<file path="config.mk">
export PLATFORM = sky130hd
export DESIGN_NAME = gpio_ctrl
export DESIGN_NICKNAME = d
export VERILOG_FILES = /design/src/rtl/gpio_ctrl_pkg.sv /design/src/rtl/gpio_lane_map.sv /design/src/rtl/gpio_in_sync.sv /design/src/rtl/gpio_out_latch.sv /design/src/rtl/gpio_dir_state.sv /design/src/rtl/gpio_ctrl.sv
export SDC_FILE = /design/constraint.sdc
export NUM_CORES = 1
export LEC_CHECK = 0
export ABC_AREA = 1
export ABC_CLOCK_PERIOD_IN_PS = 2800
export BUFFER_PORTS_ARGS = -buffer_cell sky130_fd_sc_hd__buf_4
export CAP_MARGIN = 20
export CORE_MARGIN = 2
export CORE_UTILIZATION = 45
export DETAILED_ROUTE_END_ITERATION = 8
export GPL_ROUTABILITY_DRIVEN = 0
export PLACE_DENSITY = 0.75
export SLEW_MARGIN = 10
export SYNTH_ARGS = -nofsm -noshare
export SYNTH_HDL_FRONTEND = slang
export SYNTH_SLANG_ARGS = --single-unit
</file>
<file path="constraint.sdc">
create_clock -name clk -period 2.8 [get_ports clk]
set_input_delay 0.56 -clock clk [delete_from_list [all_inputs] [get_ports clk]]
set_output_delay 0.56 -clock clk [all_outputs]
set_load 0.05 [all_outputs]
</file>
<file path="src/rtl/gpio_ctrl_pkg.sv">
package gpio_ctrl_pkg;
  // Output-side register layouts.
  localparam int OUTM_LEVEL   = 0;  // level register is writable and loads the latch
  localparam int OUTM_SETCLR  = 1;  // write-one set and write-one clear
  localparam int OUTM_SETONLY = 2;  // one set register holds the full word

  // Direction register layouts.
  localparam int DIRM_NONE = 0;
  localparam int DIRM_OUT  = 1;
  localparam int DIRM_IN   = 2;
  localparam int DIRM_BOTH = 3;

  localparam int ADDR_W = 3;

  typedef enum logic [ADDR_W-1:0] {
    RG_LEVEL = 3'd0,
    RG_SET   = 3'd1,
    RG_CLR   = 3'd2,
    RG_DOUT  = 3'd3,
    RG_DIN   = 3'd4
  } reg_sel_e;

  // Reverse the low w bits of a word; bits above w come back as zero.
  function automatic logic [63:0] lane_flip(input logic [63:0] v, input int w);
    logic [63:0] r;
    r = '0;
    for (int i = 0; i < 64; i++) begin
      if (i < w) r[i] = v[w-1-i];
    end
    return r;
  endfunction
endpackage

</file>
<file path="src/rtl/gpio_lane_map.sv">
module gpio_lane_map #(
  parameter int W      = 16,
  parameter bit MIRROR = 1'b0
) (
  input  logic [W-1:0] a,
  output logic [W-1:0] y
);
  // The mapping is its own inverse, so one instance serves reads and writes.
  generate
    if (MIRROR) begin : g_flip
      for (genvar i = 0; i < W; i++) begin : g_bit
        assign y[i] = a[W-1-i];
      end
    end else begin : g_pass
      assign y = a;
    end
  endgenerate
endmodule

</file>
<file path="src/rtl/gpio_in_sync.sv">
module gpio_in_sync #(
  parameter int W = 16
) (
  input  logic         clk,
  input  logic         rst_n,
  input  logic [W-1:0] d,
  output logic [W-1:0] q
);
  logic [W-1:0] stage1;

  always_ff @(posedge clk) begin
    if (!rst_n) begin
      stage1 <= '0;
      q      <= '0;
    end else begin
      stage1 <= d;
      q      <= stage1;
    end
  end
endmodule

</file>
<file path="src/rtl/gpio_out_latch.sv">
module gpio_out_latch
  import gpio_ctrl_pkg::*;
#(
  parameter int W    = 16,
  parameter int MODE = OUTM_SETCLR
) (
  input  logic         clk,
  input  logic         rst_n,
  input  logic         wr_level,
  input  logic         wr_set,
  input  logic         wr_clr,
  input  logic [W-1:0] wline,
  output logic [W-1:0] q
);
  always_ff @(posedge clk) begin
    if (!rst_n) begin
      q <= '0;
    end else if (MODE == OUTM_LEVEL) begin
      if (wr_level) q <= wline;
    end else if (MODE == OUTM_SETONLY) begin
      if (wr_set) q <= wline;
    end else begin
      if (wr_set)      q <= q | wline;
      else if (wr_clr) q <= q & ~wline;
    end
  end
endmodule

</file>
<file path="src/rtl/gpio_dir_state.sv">
module gpio_dir_state
  import gpio_ctrl_pkg::*;
#(
  parameter int W    = 16,
  parameter int MODE = DIRM_BOTH
) (
  input  logic         clk,
  input  logic         rst_n,
  input  logic         wr_out,
  input  logic         wr_in,
  input  logic [W-1:0] wline,
  output logic [W-1:0] dir,
  output logic [W-1:0] oe
);
  // dir: 1 means output, kept in line order.
  always_ff @(posedge clk) begin
    if (!rst_n)      dir <= '0;
    else if (wr_out) dir <= wline;
    else if (wr_in)  dir <= ~wline;
  end

  generate
    if (MODE == DIRM_NONE) begin : g_bidir
      assign oe = '1;
    end else begin : g_reg
      assign oe = dir;
    end
  endgenerate
endmodule

</file>
<file path="src/rtl/gpio_ctrl.sv">
module gpio_ctrl
  import gpio_ctrl_pkg::*;
#(
  parameter int W        = 16,
  parameter int OUT_MODE = OUTM_SETCLR,
  parameter int DIR_MODE = DIRM_BOTH,
  parameter bit MIRROR   = 1'b1
) (
  input  logic              clk,
  input  logic              rst_n,
  input  logic [ADDR_W-1:0] bus_addr,
  input  logic              bus_wr,
  input  logic [W-1:0]      bus_wdata,
  input  logic              bus_rd,
  output logic [W-1:0]      bus_rdata,
  input  logic [W-1:0]      pad_in,
  output logic [W-1:0]      pad_out,
  output logic [W-1:0]      pad_oe
);
  localparam bit LEVEL_WR = (OUT_MODE == OUTM_LEVEL);
  localparam bit HAS_SET  = (OUT_MODE != OUTM_LEVEL);
  localparam bit HAS_CLR  = (OUT_MODE == OUTM_SETCLR);
  localparam bit HAS_DOUT = (DIR_MODE == DIRM_OUT) || (DIR_MODE == DIRM_BOTH);
  localparam bit HAS_DIN  = (DIR_MODE == DIRM_IN)  || (DIR_MODE == DIRM_BOTH);

  logic [W-1:0] wline, level, level_bits, latch, latch_bits, dir, dir_bits;
  logic [W-1:0] rd_next;
  logic         wr_level, wr_set, wr_clr, wr_dout, wr_din;

  // Bus bits to line order.
  gpio_lane_map #(.W(W), .MIRROR(MIRROR)) u_map_wr (.a(bus_wdata), .y(wline));

  // Line order back to bus bits for every readable state.
  gpio_lane_map #(.W(W), .MIRROR(MIRROR)) u_map_lvl (.a(level), .y(level_bits));
  gpio_lane_map #(.W(W), .MIRROR(MIRROR)) u_map_lat (.a(latch), .y(latch_bits));
  gpio_lane_map #(.W(W), .MIRROR(MIRROR)) u_map_dir (.a(dir),   .y(dir_bits));

  assign wr_level = bus_wr && (bus_addr == RG_LEVEL) && LEVEL_WR;
  assign wr_set   = bus_wr && (bus_addr == RG_SET)   && HAS_SET;
  assign wr_clr   = bus_wr && (bus_addr == RG_CLR)   && HAS_CLR;
  assign wr_dout  = bus_wr && (bus_addr == RG_DOUT)  && HAS_DOUT;
  assign wr_din   = bus_wr && (bus_addr == RG_DIN)   && HAS_DIN;

  gpio_in_sync #(.W(W)) u_sync (
    .clk(clk), .rst_n(rst_n), .d(pad_in), .q(level)
  );

  gpio_out_latch #(.W(W), .MODE(OUT_MODE)) u_latch (
    .clk(clk), .rst_n(rst_n), .wr_level(wr_level), .wr_set(wr_set),
    .wr_clr(wr_clr), .wline(wline), .q(latch)
  );

  gpio_dir_state #(.W(W), .MODE(DIR_MODE)) u_dir (
    .clk(clk), .rst_n(rst_n), .wr_out(wr_dout), .wr_in(wr_din),
    .wline(wline), .dir(dir), .oe(pad_oe)
  );

  assign pad_out = latch;

  always_comb begin
    rd_next = '0;
    case (bus_addr)
      RG_LEVEL: rd_next = level_bits;
      RG_SET:   if (HAS_SET)  rd_next = latch_bits;
      RG_DOUT:  if (HAS_DOUT) rd_next = dir_bits;
      RG_DIN:   if (HAS_DIN)  rd_next = ~dir_bits;
      default:  rd_next = '0;
    endcase
  end

  always_ff @(posedge clk) begin
    if (!rst_n)      bus_rdata <= '0;
    else if (bus_rd) bus_rdata <= rd_next;
  end
endmodule

</file>
==> results.md, run 1 <==
* H-tree depth at 3
* Final hold violations at 0
* Hold_buf cts at 0
* Pwr Total at 0.00246 W
* Clk slew on worst S/H paths at ~0.070 ns
* Clock Path Buffers at 2
* Area leader, netlist: dfxtp_1
* Pwr per Cell Area at 564 mW/mm2
* Post-CTS Setup Repair Bufs at 0
* FF-to-FF Start: u_dir.dir[2]
* Post-CTS sizing at 0
* Delay-heaviest family, CP: simple AND/OR/NAND/NOR gates
* Slew @ Worst Pin at a little over 0.9 ns
* Maximum VDD drop at between 0.2 and 0.3 mV
* Part of the power in registers at about 49%
* I/O pins at 87
* Critical Path Start Type: input pin
* Setup TNS at 0 ns
* Non-filler cells, final at 682
* Setup Skew at roughly 0.0081 ns
* Worst Hold Class: input pin to flip-flop
* Critical Path RT at just over 3 ns
* Post-route ant nets at 0
* Crit path time final at roughly 1.9 ns
* Clk_lat worst skew at between 0.3 and 0.4 ns
* Layout area overhead at 23.0%
* GRT Overall Usage at between 20% and 30%
* Sink Count at 80
* Final-stage net count at around 610
* HPWL after DPL at about 6000 um
* Layout cell share with drive strength beyond 1 at between 10% and 20%
* Ys flop type: dfxtp_1
* Period utilization at 66.4%
* Root buffer cell: clkbuf_8
* Worst Setup End Kind: flip-flop
* NetSw at between 0.0006 and 0.0007 W
* Buffer and inverter count on the worst path at 2
* Die ar. at roughly 0.0086 mm2
* Vias at 3411
* Clock power frac at between 30% and 40%
* Status: finished clean
* Final setup viols at 0
* Post-synthesis sequential area ratio at a little under half
* WL/cell at about 13 um
* Combinational power share at about 15%
* Critical path class: input pin to flip-flop
* Ranking of synthesized cells by area: dfxtp_1, nand2_1, inv_1
* Synthesized net count at between 500 and 600
* Via-to-Cell Ratio at 5.00
* Initial antenna violation count at 0
* Setup WS post-layout at roughly 0.94 ns
* RSZ-0062 raised after global routing: no
* Max stage delay cell, worst path: nor4_4
* Hold Startpoint: pad_in[0]
* Syn Inst Count at between 500 and 600
* Switching Share at approximately 27%
* Fmax at around 540 MHz
* CTS tree: built
* Synth top cells by count: nand2_1, dfxtp_1, inv_1
* Total CTS buffers at 9
* Vias in the first global route at about 2900
* Max Cap Viol at 0
* Worst-path cell chain: buf_4 > inv_1 > nor4_4 > nand2_1 > a21oi_1
* Mapped Avg Cell Area at around 7 um2
* Area share of the largest cell type after synthesis at a little under half
* Initial Util at 46.2%
* Crit path arrival time at 2.13 ns
* Final WL at ~8600 um
* Final Slew Violations at 0
* Post-synth EDFFs at 0
* Post-synthesis register bit count at 80
* DR pass1 iterations at 5
* Count leader, synth: nand2_1
* Initial DRC count at ~300
* Largest net degree at the start of global routing at 50
* Static Leakage at 2.23 nW
* Crit path largest cell delay at ~0.79 ns
* Yosys warns at 0
* Slew headroom at 38.1%
* Yosys cell types at 21
* Rows at 32
* Drc violations at 0
* IO buf count at 86
* CP startpoint: bus_addr[0]
* Die Height at approximately 93 um
* Area of the mapped netlist at 0.00355 mm2
* CORE AREA at ~0.0077 mm2
* First-pass GRT wire length at between 10000 and 15000 um
* Diode count at 0
* Placed insts at 666
* Fraction of registers with async set/reset at 0%
* P_int at 0.00180 W
* Post-place setup slack at between 0.6 and 0.7 ns
* Max Fanout on Critical Path at 35
* Die X at 92.9 um
* GRT overflow at 0
[worst min-delay path, stage by stage]
cell	delay [ns]
buf_4	0.07
nand2_1	0.04
inv_1	0.04
[per-stage QoR]
stage               utilization [%]  hold WS [ns]  area, um2
floorplan                         -         0.390       3550
CTS                            56.9         0.374       4370
global route                   56.9         0.391       4370
finish                         56.9         0.395       4370
detailed placement             54.1         0.395       4160
global placement               54.1         0.396       4160
[cells by family (layout without fill, tap and decap cells)]
group / Yosys count / in the layout / synth area share (%)
simple gates: 240 / 240 / 30.0
buf+inv: 104 / 175 / 12.7
compound gates: 85 / 85 / 12.3
flops: 80 / 80 / 45.1
[path summary, 6_finish.rpt]
path                       to  slack, ns  cells past startpoint
min          u_sync.stage1[0]       0.39                      3
max                 flip-flop       0.94                      5
min reg2reg       u_sync.q[3]       0.41                      2
max reg2reg     bus_rdata[13]       1.79                      5
[layer usage]
layer,up-vias,share of wire [%],GRT usage [%]
met5,-,0,0
met4,0,1.7,9.19
met3,13,8.6,3.09
met2,165,46,32.6
met1,1474,44,27.2
li1,1759,-,-
[cell usage in the layout (no fill, tap or decap), types with 2 or more instances in the layout]
cell and count:
nor2_4 2, o21ai_0 41, clkinv_2 3, nand4_1 32, buf_4 88, nand3_1 33
a21oi_1 36, clkbuf_8 9, nand2_1 142, inv_2 2, dfxtp_1 80, bufinv_16 2
nor2_1 28, inv_1 68, o21ai_1 7
[power groups by stage]
| stage | Sequential, W | Combinational (W) | Clock, W |
|---|---|---|---|
| floorplan | 0.00132 | 0.000160 | 0 |
| global placement | 0.00124 | 0.000351 | 0 |
| detailed placement | 0.00124 | 0.000357 | 0 |
| CTS | 0.00121 | 0.000359 | 0.000920 |
| global route | 0.00122 | 0.000394 | 0.000960 |
| finish | 0.00121 | 0.000360 | 0.000891 |
[cell type report]
type	count	area, um2
Timing Repair Buffer	88	661
Clock buffer	10	128
Inverter	71	269
Clock inverter	6	83.8
Sequential cell	80	1600
Fill cell	766	3320
Multi-Input combinational cell	325	1500
Tap cell	102	128
Power figures use the tool's default switching activity.
==> run 2, diff against run 1 <==
--- a/config.mk
+++ b/config.mk
@@ -6,14 +6,14 @@
 export NUM_CORES = 1
 export LEC_CHECK = 0
 export ABC_AREA = 1
-export ABC_CLOCK_PERIOD_IN_PS = 2800
+export ABC_CLOCK_PERIOD_IN_PS = 1600
 export BUFFER_PORTS_ARGS = -buffer_cell sky130_fd_sc_hd__buf_4
 export CAP_MARGIN = 20
 export CORE_MARGIN = 2
 export CORE_UTILIZATION = 45
 export DETAILED_ROUTE_END_ITERATION = 8
 export GPL_ROUTABILITY_DRIVEN = 0
-export PLACE_DENSITY = 0.75
+export PLACE_DENSITY = 0.78
 export SLEW_MARGIN = 10
 export SYNTH_ARGS = -nofsm -noshare
 export SYNTH_HDL_FRONTEND = slang
==> constraint.sdc (replaced) <==
create_clock -name clk -period 1.6 [get_ports clk]
set_input_delay 0.32 -clock clk [delete_from_list [all_inputs] [get_ports clk]]
set_output_delay 0.32 -clock clk [all_outputs]
set_load 0.05 [all_outputs]
==> run 2 against run 1 <==
  * Clock power is 71% higher
  * Sequential share of layout area shrank 0.71 points
  * Cell count increased by 1.6%
  * Register-to-register slack got worse by 1.2 ns
  * Clock skew is 0.00071 ns higher
  * Clock-buffer cell count fell by 1
  * Via count increased by 4.5%
  * Highest routed layer unchanged
==> results.md, run 2 (synthesized netlist as in run 1, its figures left out) <==
* Hold Startpoint: pad_in[10]
* Slew @ Worst Pin at 0.697 ns
* Worst Setup End Kind: primary output
* Post-CTS sizing at 0
* Worst Hold Class: input pin to flip-flop
* FF-to-FF Start: u_dir.dir[15]
* Period utilization at 82.7%
* Crit path time final at approximately 1.3 ns
* IO buf count at 86
* Pwr per Cell Area at approximately 970 mW/mm2
* CTS tree: built
* Critical Path Start Type: flip-flop
* Max Cap Viol at 0
* Final WL at ~9600 um
* Diode count at 0
* Die X at between 90 and 100 um
* Hold worst-path end: u_sync.stage1[10]
* Reg-to-Reg End: bus_rdata[0]
* Post-route ant nets at 0
* Initial antenna violation count at 0
* Status: finished clean
* Layout area overhead at 25.4%
* FF-to-FF path depth at 5
* Buffer and inverter count on the worst path at 1
* GRT Overall Usage at between 20% and 30%
* Layout cell share with drive strength beyond 1 at between 20% and 30%
* I/O pins at 87
* Hold Path Cell Cnt at 3
* Largest net degree at the start of global routing at between 40 and 50
* DR pass1 iterations at 4
* Max stage delay cell, worst path: dfxtp_1
* Delay-heaviest family, CP: flip-flops
* First-pass GRT wire length at between 15000 and 20000 um
* Crit path arrival time at 1.00 ns
* Slew headroom at a little over half
* Via-to-Cell Ratio at 5.14
* Fmax at around 760 MHz
* Static Leakage at 2.28 nW
* Final-stage net count at around 630
* Initial DRC count at slightly above 300
* Commonest non-fill, non-tap cell in the layout: nand2_1
* Final hold violations at 0
* Critical path class: flip-flop to primary output
* Vias at between 3000 and 4000
* Rows at 32
* Clock Path Buffers at 2
* Critical Path RT at 1.28 ns
* Post-CTS Setup Repair Bufs at 0
* GRT overflow at 0
* HPWL after DPL at 6930 um
* Final setup viols at 0
* Hold_buf cts at 0
* CP startpoint: u_dir.dir[12]
* Highest-count cells in the layout ignoring fill and taps: nand2_1, buf_4, dfxtp_1, inv_1, o21ai_0
* Drc violations at 0
* Final Slew Violations at 0
* R2R setup slack at approximately 0.63 ns
* Final hold slack at approximately 0.14 ns
* RSZ-0062 raised after global routing: no
* CORE AREA at 0.00769 mm2
* Worst-path cell chain: buf_4
* Sink Count at 80
* Max Fanout on Critical Path at 4
* Die ar. at 0.00863 mm2
* Crit path largest cell delay at slightly above 0.4 ns
* Clk slew on worst S/H paths at 0.09 ns
* WL/cell at 13.9 um
* H-tree depth at 3
* Placed insts at between 600 and 700
* Setup TNS at 0 ns
* Root buffer cell: clkbuf_8
* Vias in the first global route at approximately 3300
* Maximum VDD drop at approximately 0.51 mV
* Clk_lat worst skew at 0.35 ns
* Initial Util at approximately 46%
* Non-filler cells, final at between 600 and 700
* Setup Skew at 0.00883 ns
* Fill count at 741
* Die Height at a little over 90 um
* Total CTS buffers at 9
## run 2: worst max-delay path by stage
stage / endpoint / slack (ns) / depth (start not counted)
floorplan: u_dir.dir[11] / 0.31 / 9
global placement: u_dir.dir[0] / 0.10 / 8
detailed placement: bus_rdata[3] / 0.04 / 6
CTS: pad_oe[12] / 0.28 / 1
global route: pad_oe[6] / 0.25 / 1
finish: pad_oe[12] / 0.28 / 1
## run 2: routing by layer
metal / track usage, % / wire length [um] / vias to the layer above
met1: 29.9 / 4440 / 1616
met3: 3.58 / 649 / 21
met5: 0 / 0 / -
met2: 35.0 / 4320 / 153
met4: 12.1 / 234 / 0
li1: - / - / 1774
## run 2: stage by stage
| step | total power, W | util, % | worst slack, ns | cell area [um2] |
|---|---|---|---|---|
| after global placement | 0.00281 | 55.4 | 0.103 | 4260 |
| after global routing | 0.00449 | 58.0 | 0.254 | 4460 |
| final | 0.00432 | 58.0 | 0.277 | 4460 |
| after CTS | 0.00432 | 58.0 | 0.279 | 4460 |
| after floorplan | 0.00259 | - | 0.308 | 3550 |
| after detailed placement | 0.00283 | 55.4 | 0.0362 | 4260 |
## run 2: power by group
part / leakage (nW) / switching [W] / internal, W
Sequential: 0.655 / 0.0000564 / 0.00207
Combinational: 1.52 / 0.000444 / 0.000219
Clock: 0.0982 / 0.000785 / 0.000739
## run 2: final cells by class
class | instances | area, um2 | share of cell area [%]
sequential | 80 | 1600 | 35.9
multi-input combinational | 325 | 1500 | 33.7
timing repair buffer | 99 | 756 | 17.0
inverter | 71 | 269 | 6.03
tap | 102 | 128 | 2.86
clock buffer | 9 | 124 | 2.78
clock inverter | 7 | 78.8 | 1.77
==> run 3, diff against run 2 <==
--- a/config.mk
+++ b/config.mk
@@ -6,14 +6,14 @@
 export NUM_CORES = 1
 export LEC_CHECK = 0
 export ABC_AREA = 1
-export ABC_CLOCK_PERIOD_IN_PS = 1600
+export ABC_CLOCK_PERIOD_IN_PS = 1290
 export BUFFER_PORTS_ARGS = -buffer_cell sky130_fd_sc_hd__buf_4
 export CAP_MARGIN = 20
 export CORE_MARGIN = 2
 export CORE_UTILIZATION = 45
 export DETAILED_ROUTE_END_ITERATION = 8
 export GPL_ROUTABILITY_DRIVEN = 0
-export PLACE_DENSITY = 0.78
+export PLACE_DENSITY = 0.75
 export SLEW_MARGIN = 10
 export SYNTH_ARGS = -nofsm -noshare
 export SYNTH_HDL_FRONTEND = slang
==> constraint.sdc (replaced) <==
create_clock -name clk -period 1.29 [get_ports clk]
set_input_delay 0.258 -clock clk [delete_from_list [all_inputs] [get_ports clk]]
set_output_delay 0.258 -clock clk [all_outputs]
set_load 0.05 [all_outputs]
==> run 3 against run 2 <==
  * Non-clock buffer count is 6 higher
  * Combinational power rose by 27%
  * Register-to-register slack got worse by 0.29 ns
  * Flip-flop and latch count is the same
  * First-iteration DRC count decreased by 21%
  * Setup slack got worse by 0.22 ns
  * Routed wire length decreased by 11%
  * Sequential share of layout area is 0.60 points lower
  * Via count decreased by 2.7%
  * Global-route usage is 1.3 points lower
  * Design area rose by 1.8%
  * Critical endpoint is now pad_oe[6]
  * Largest power group unchanged
==> results.md, run 3 (synthesized netlist as in run 1, its figures left out) <==
* Die X at slightly above 90 um
* Static Leakage at between 2 and 2.5 nW
* Via-to-Cell Ratio at roughly 5.0
* Clock Path Buffers at 2
* Initial antenna violation count at 0
* Gr busiest metal: met2
* Maximum VDD drop at ~0.67 mV
* Rows at 32
* Part of the power in registers at 50.7%
* Slew @ Worst Pin at about 0.41 ns
* GRT overflow at 0
* Diode count at 0
* RSZ-0062 raised after global routing: no
* Worst Setup End Kind: primary output
* Buffer and inverter count on the worst path at 1
* Max Cap Viol at 0
* Layout cell share with drive strength beyond 1 at between 20 and 25%
* Pwr per Cell Area at 1140 mW/mm2
* Commonest non-fill, non-tap cell in the layout: nand2_1
* NetSw at about 0.0015 W
* P_int at around 0.0036 W
* Highest-count cells in the layout ignoring fill and taps: nand2_1, buf_4, dfxtp_1, inv_1, o21ai_0
* Met3 GRT Util at under 10%
* Largest net degree at the start of global routing at 33
* H-tree depth at 3
* GR Util met1 at about 29%
* Post-CTS Setup Repair Bufs at 0
* Period utilization at 95.8%
* I/O pins at 87
* R2R setup slack at about 0.34 ns
* First-pass GRT wire length at approximately 14000 um
* End of the critical path: pad_oe[6]
* Final Slew Violations at 0
* Critical path depth at 1
* Drc violations at 0
* Sink Count at 80
* CP startpoint: u_dir.dir[6]
* Critical Path Start Type: flip-flop
* Clock power frac at between 30% and 40%
* IO buf count at between 80 and 90
* Initial DRC count at about 250
* DR pass1 iterations at 5
* Vias in the first global route at between 3000 and 4000
* Final hold slack at roughly 0.087 ns
* Total CTS buffers at 9
* HPWL after DPL at between 6000 and 7000 um
* Critical Path RT at between 1 and 1.5 ns
* Delay-heaviest family, CP: flip-flops
* Final WL at 8590 um
* Die ar. at around 0.0086 mm2
* Slew headroom at between 70% and 80%
* Die Height at 92.9 um
* Final setup viols at 0
* Crit path time final at 1.24 ns
* Reg-to-Reg End: bus_rdata[6]
* CORE AREA at between 0.007 and 0.008 mm2
* Clk_lat worst skew at 0.36 ns
* Combinational power share at between 15 and 20%
* Post-route ant nets at 0
* GRT met2 Usage at between 30 and 40%
* Crit path largest cell delay at between 0.4 and 0.5 ns
* Switching Share at between 20% and 30%
* WL/cell at ~12 um
* Setup WS post-layout at about 0.054 ns
* FF-to-FF Start: u_dir.dir[9]
* Critical path class: flip-flop to primary output
* Max stage delay cell, worst path: dfxtp_1
* GRT Overall Usage at between 20% and 30%
* Fmax at roughly 800 MHz
* Vias at between 3000 and 4000
* Post-place setup slack at -0.0769 ns
* Initial Util at ~46%
* FF-to-FF path depth at 5
* Post-CTS sizing at 0
* Worst Hold Class: input pin to flip-flop
* Clk slew on worst S/H paths at approximately 0.080 ns
* Final-stage net count at between 600 and 700
* Layout area overhead at 27.6%
* Setup Skew at around 0.014 ns
* Final hold violations at 0
* Crit path arrival time at between 0.9 and 1 ns
* CTS tree: built
* Max Fanout on Critical Path at 4
* Hold_buf cts at 0
* Worst-path cell chain: buf_4
* Root buffer cell: clkbuf_8
* Status: finished clean
[run 3: cell types whose count changed in the layout (fill, tap and decap cells not counted), sizes merged]
cell / delta
buf: +6
bufinv: -1
clkbuf: +1
clkinv: +1
inv: -1
[run 3: how the worst min path moves through the flow]
stage / from / to / slack [ns] / cells past startpoint
6_report: pad_in[0] / u_sync.stage1[0] / 0.09 / 3
5_1_grt: pad_in[12] / u_sync.stage1[12] / 0.08 / 3
3_3_place_gp: u_sync.stage1[0] / u_sync.q[0] / 0.40 / 2
2_1_floorplan: pad_in[0] / u_sync.stage1[0] / 0.36 / 2
3_5_place_dp: u_sync.stage1[6] / u_sync.q[6] / 0.40 / 2
4_1_cts: pad_in[0] / u_sync.stage1[0] / 0.07 / 3
[run 3: final cells by class]
cell class,count,area (um2)
fillers,745,3150
flip-flops and latches,80,1600
multi-input cells,325,1500
repair buffers,105,846
inverters,71,269
clock buffers,10,138
well taps,102,128
clock inverters,6,52.6
[run 3: metrics by stage]
stage,TNS (ns),cells,area [um2],util (%),total power [W]
floorplan,0,509,3550,-,0.00321
global placement,0,683,4340,56.4,0.00350
detailed placement,-0.244,683,4340,56.4,0.00352
CTS,0,699,4530,58.9,0.00523
global route,0,699,4540,59.0,0.00544
finish,0,699,4540,59.0,0.00519
[run 3: power groups by stage]
stage / registers, W / logic, W / clock network [W]
after CTS: 0.00263 / 0.000833 / 0.00177
after floorplan: 0.00287 / 0.000348 / 0
after global routing: 0.00265 / 0.000916 / 0.00187
final: 0.00263 / 0.000840 / 0.00171
after detailed placement: 0.00269 / 0.000830 / 0
after global placement: 0.00269 / 0.000818 / 0
[run 3: worst reg2reg max path: cells and delay by family, from the launching register on]
family,cells,cell delay (ns)
and+or+nand+nor,2,0.13
AOI/OAI and AO/OA,2,0.27
buffers and inverters,1,0.05
DFF,1,0.39
[run 3: per-layer routing]
layer | vias to the layer above | wire length [um]
li1 | 1790 | -
met1 | 1506 | 3800
met2 | 155 | 3890
met3 | 17 | 705
met4 | 0 | 195
met5 | - | 0
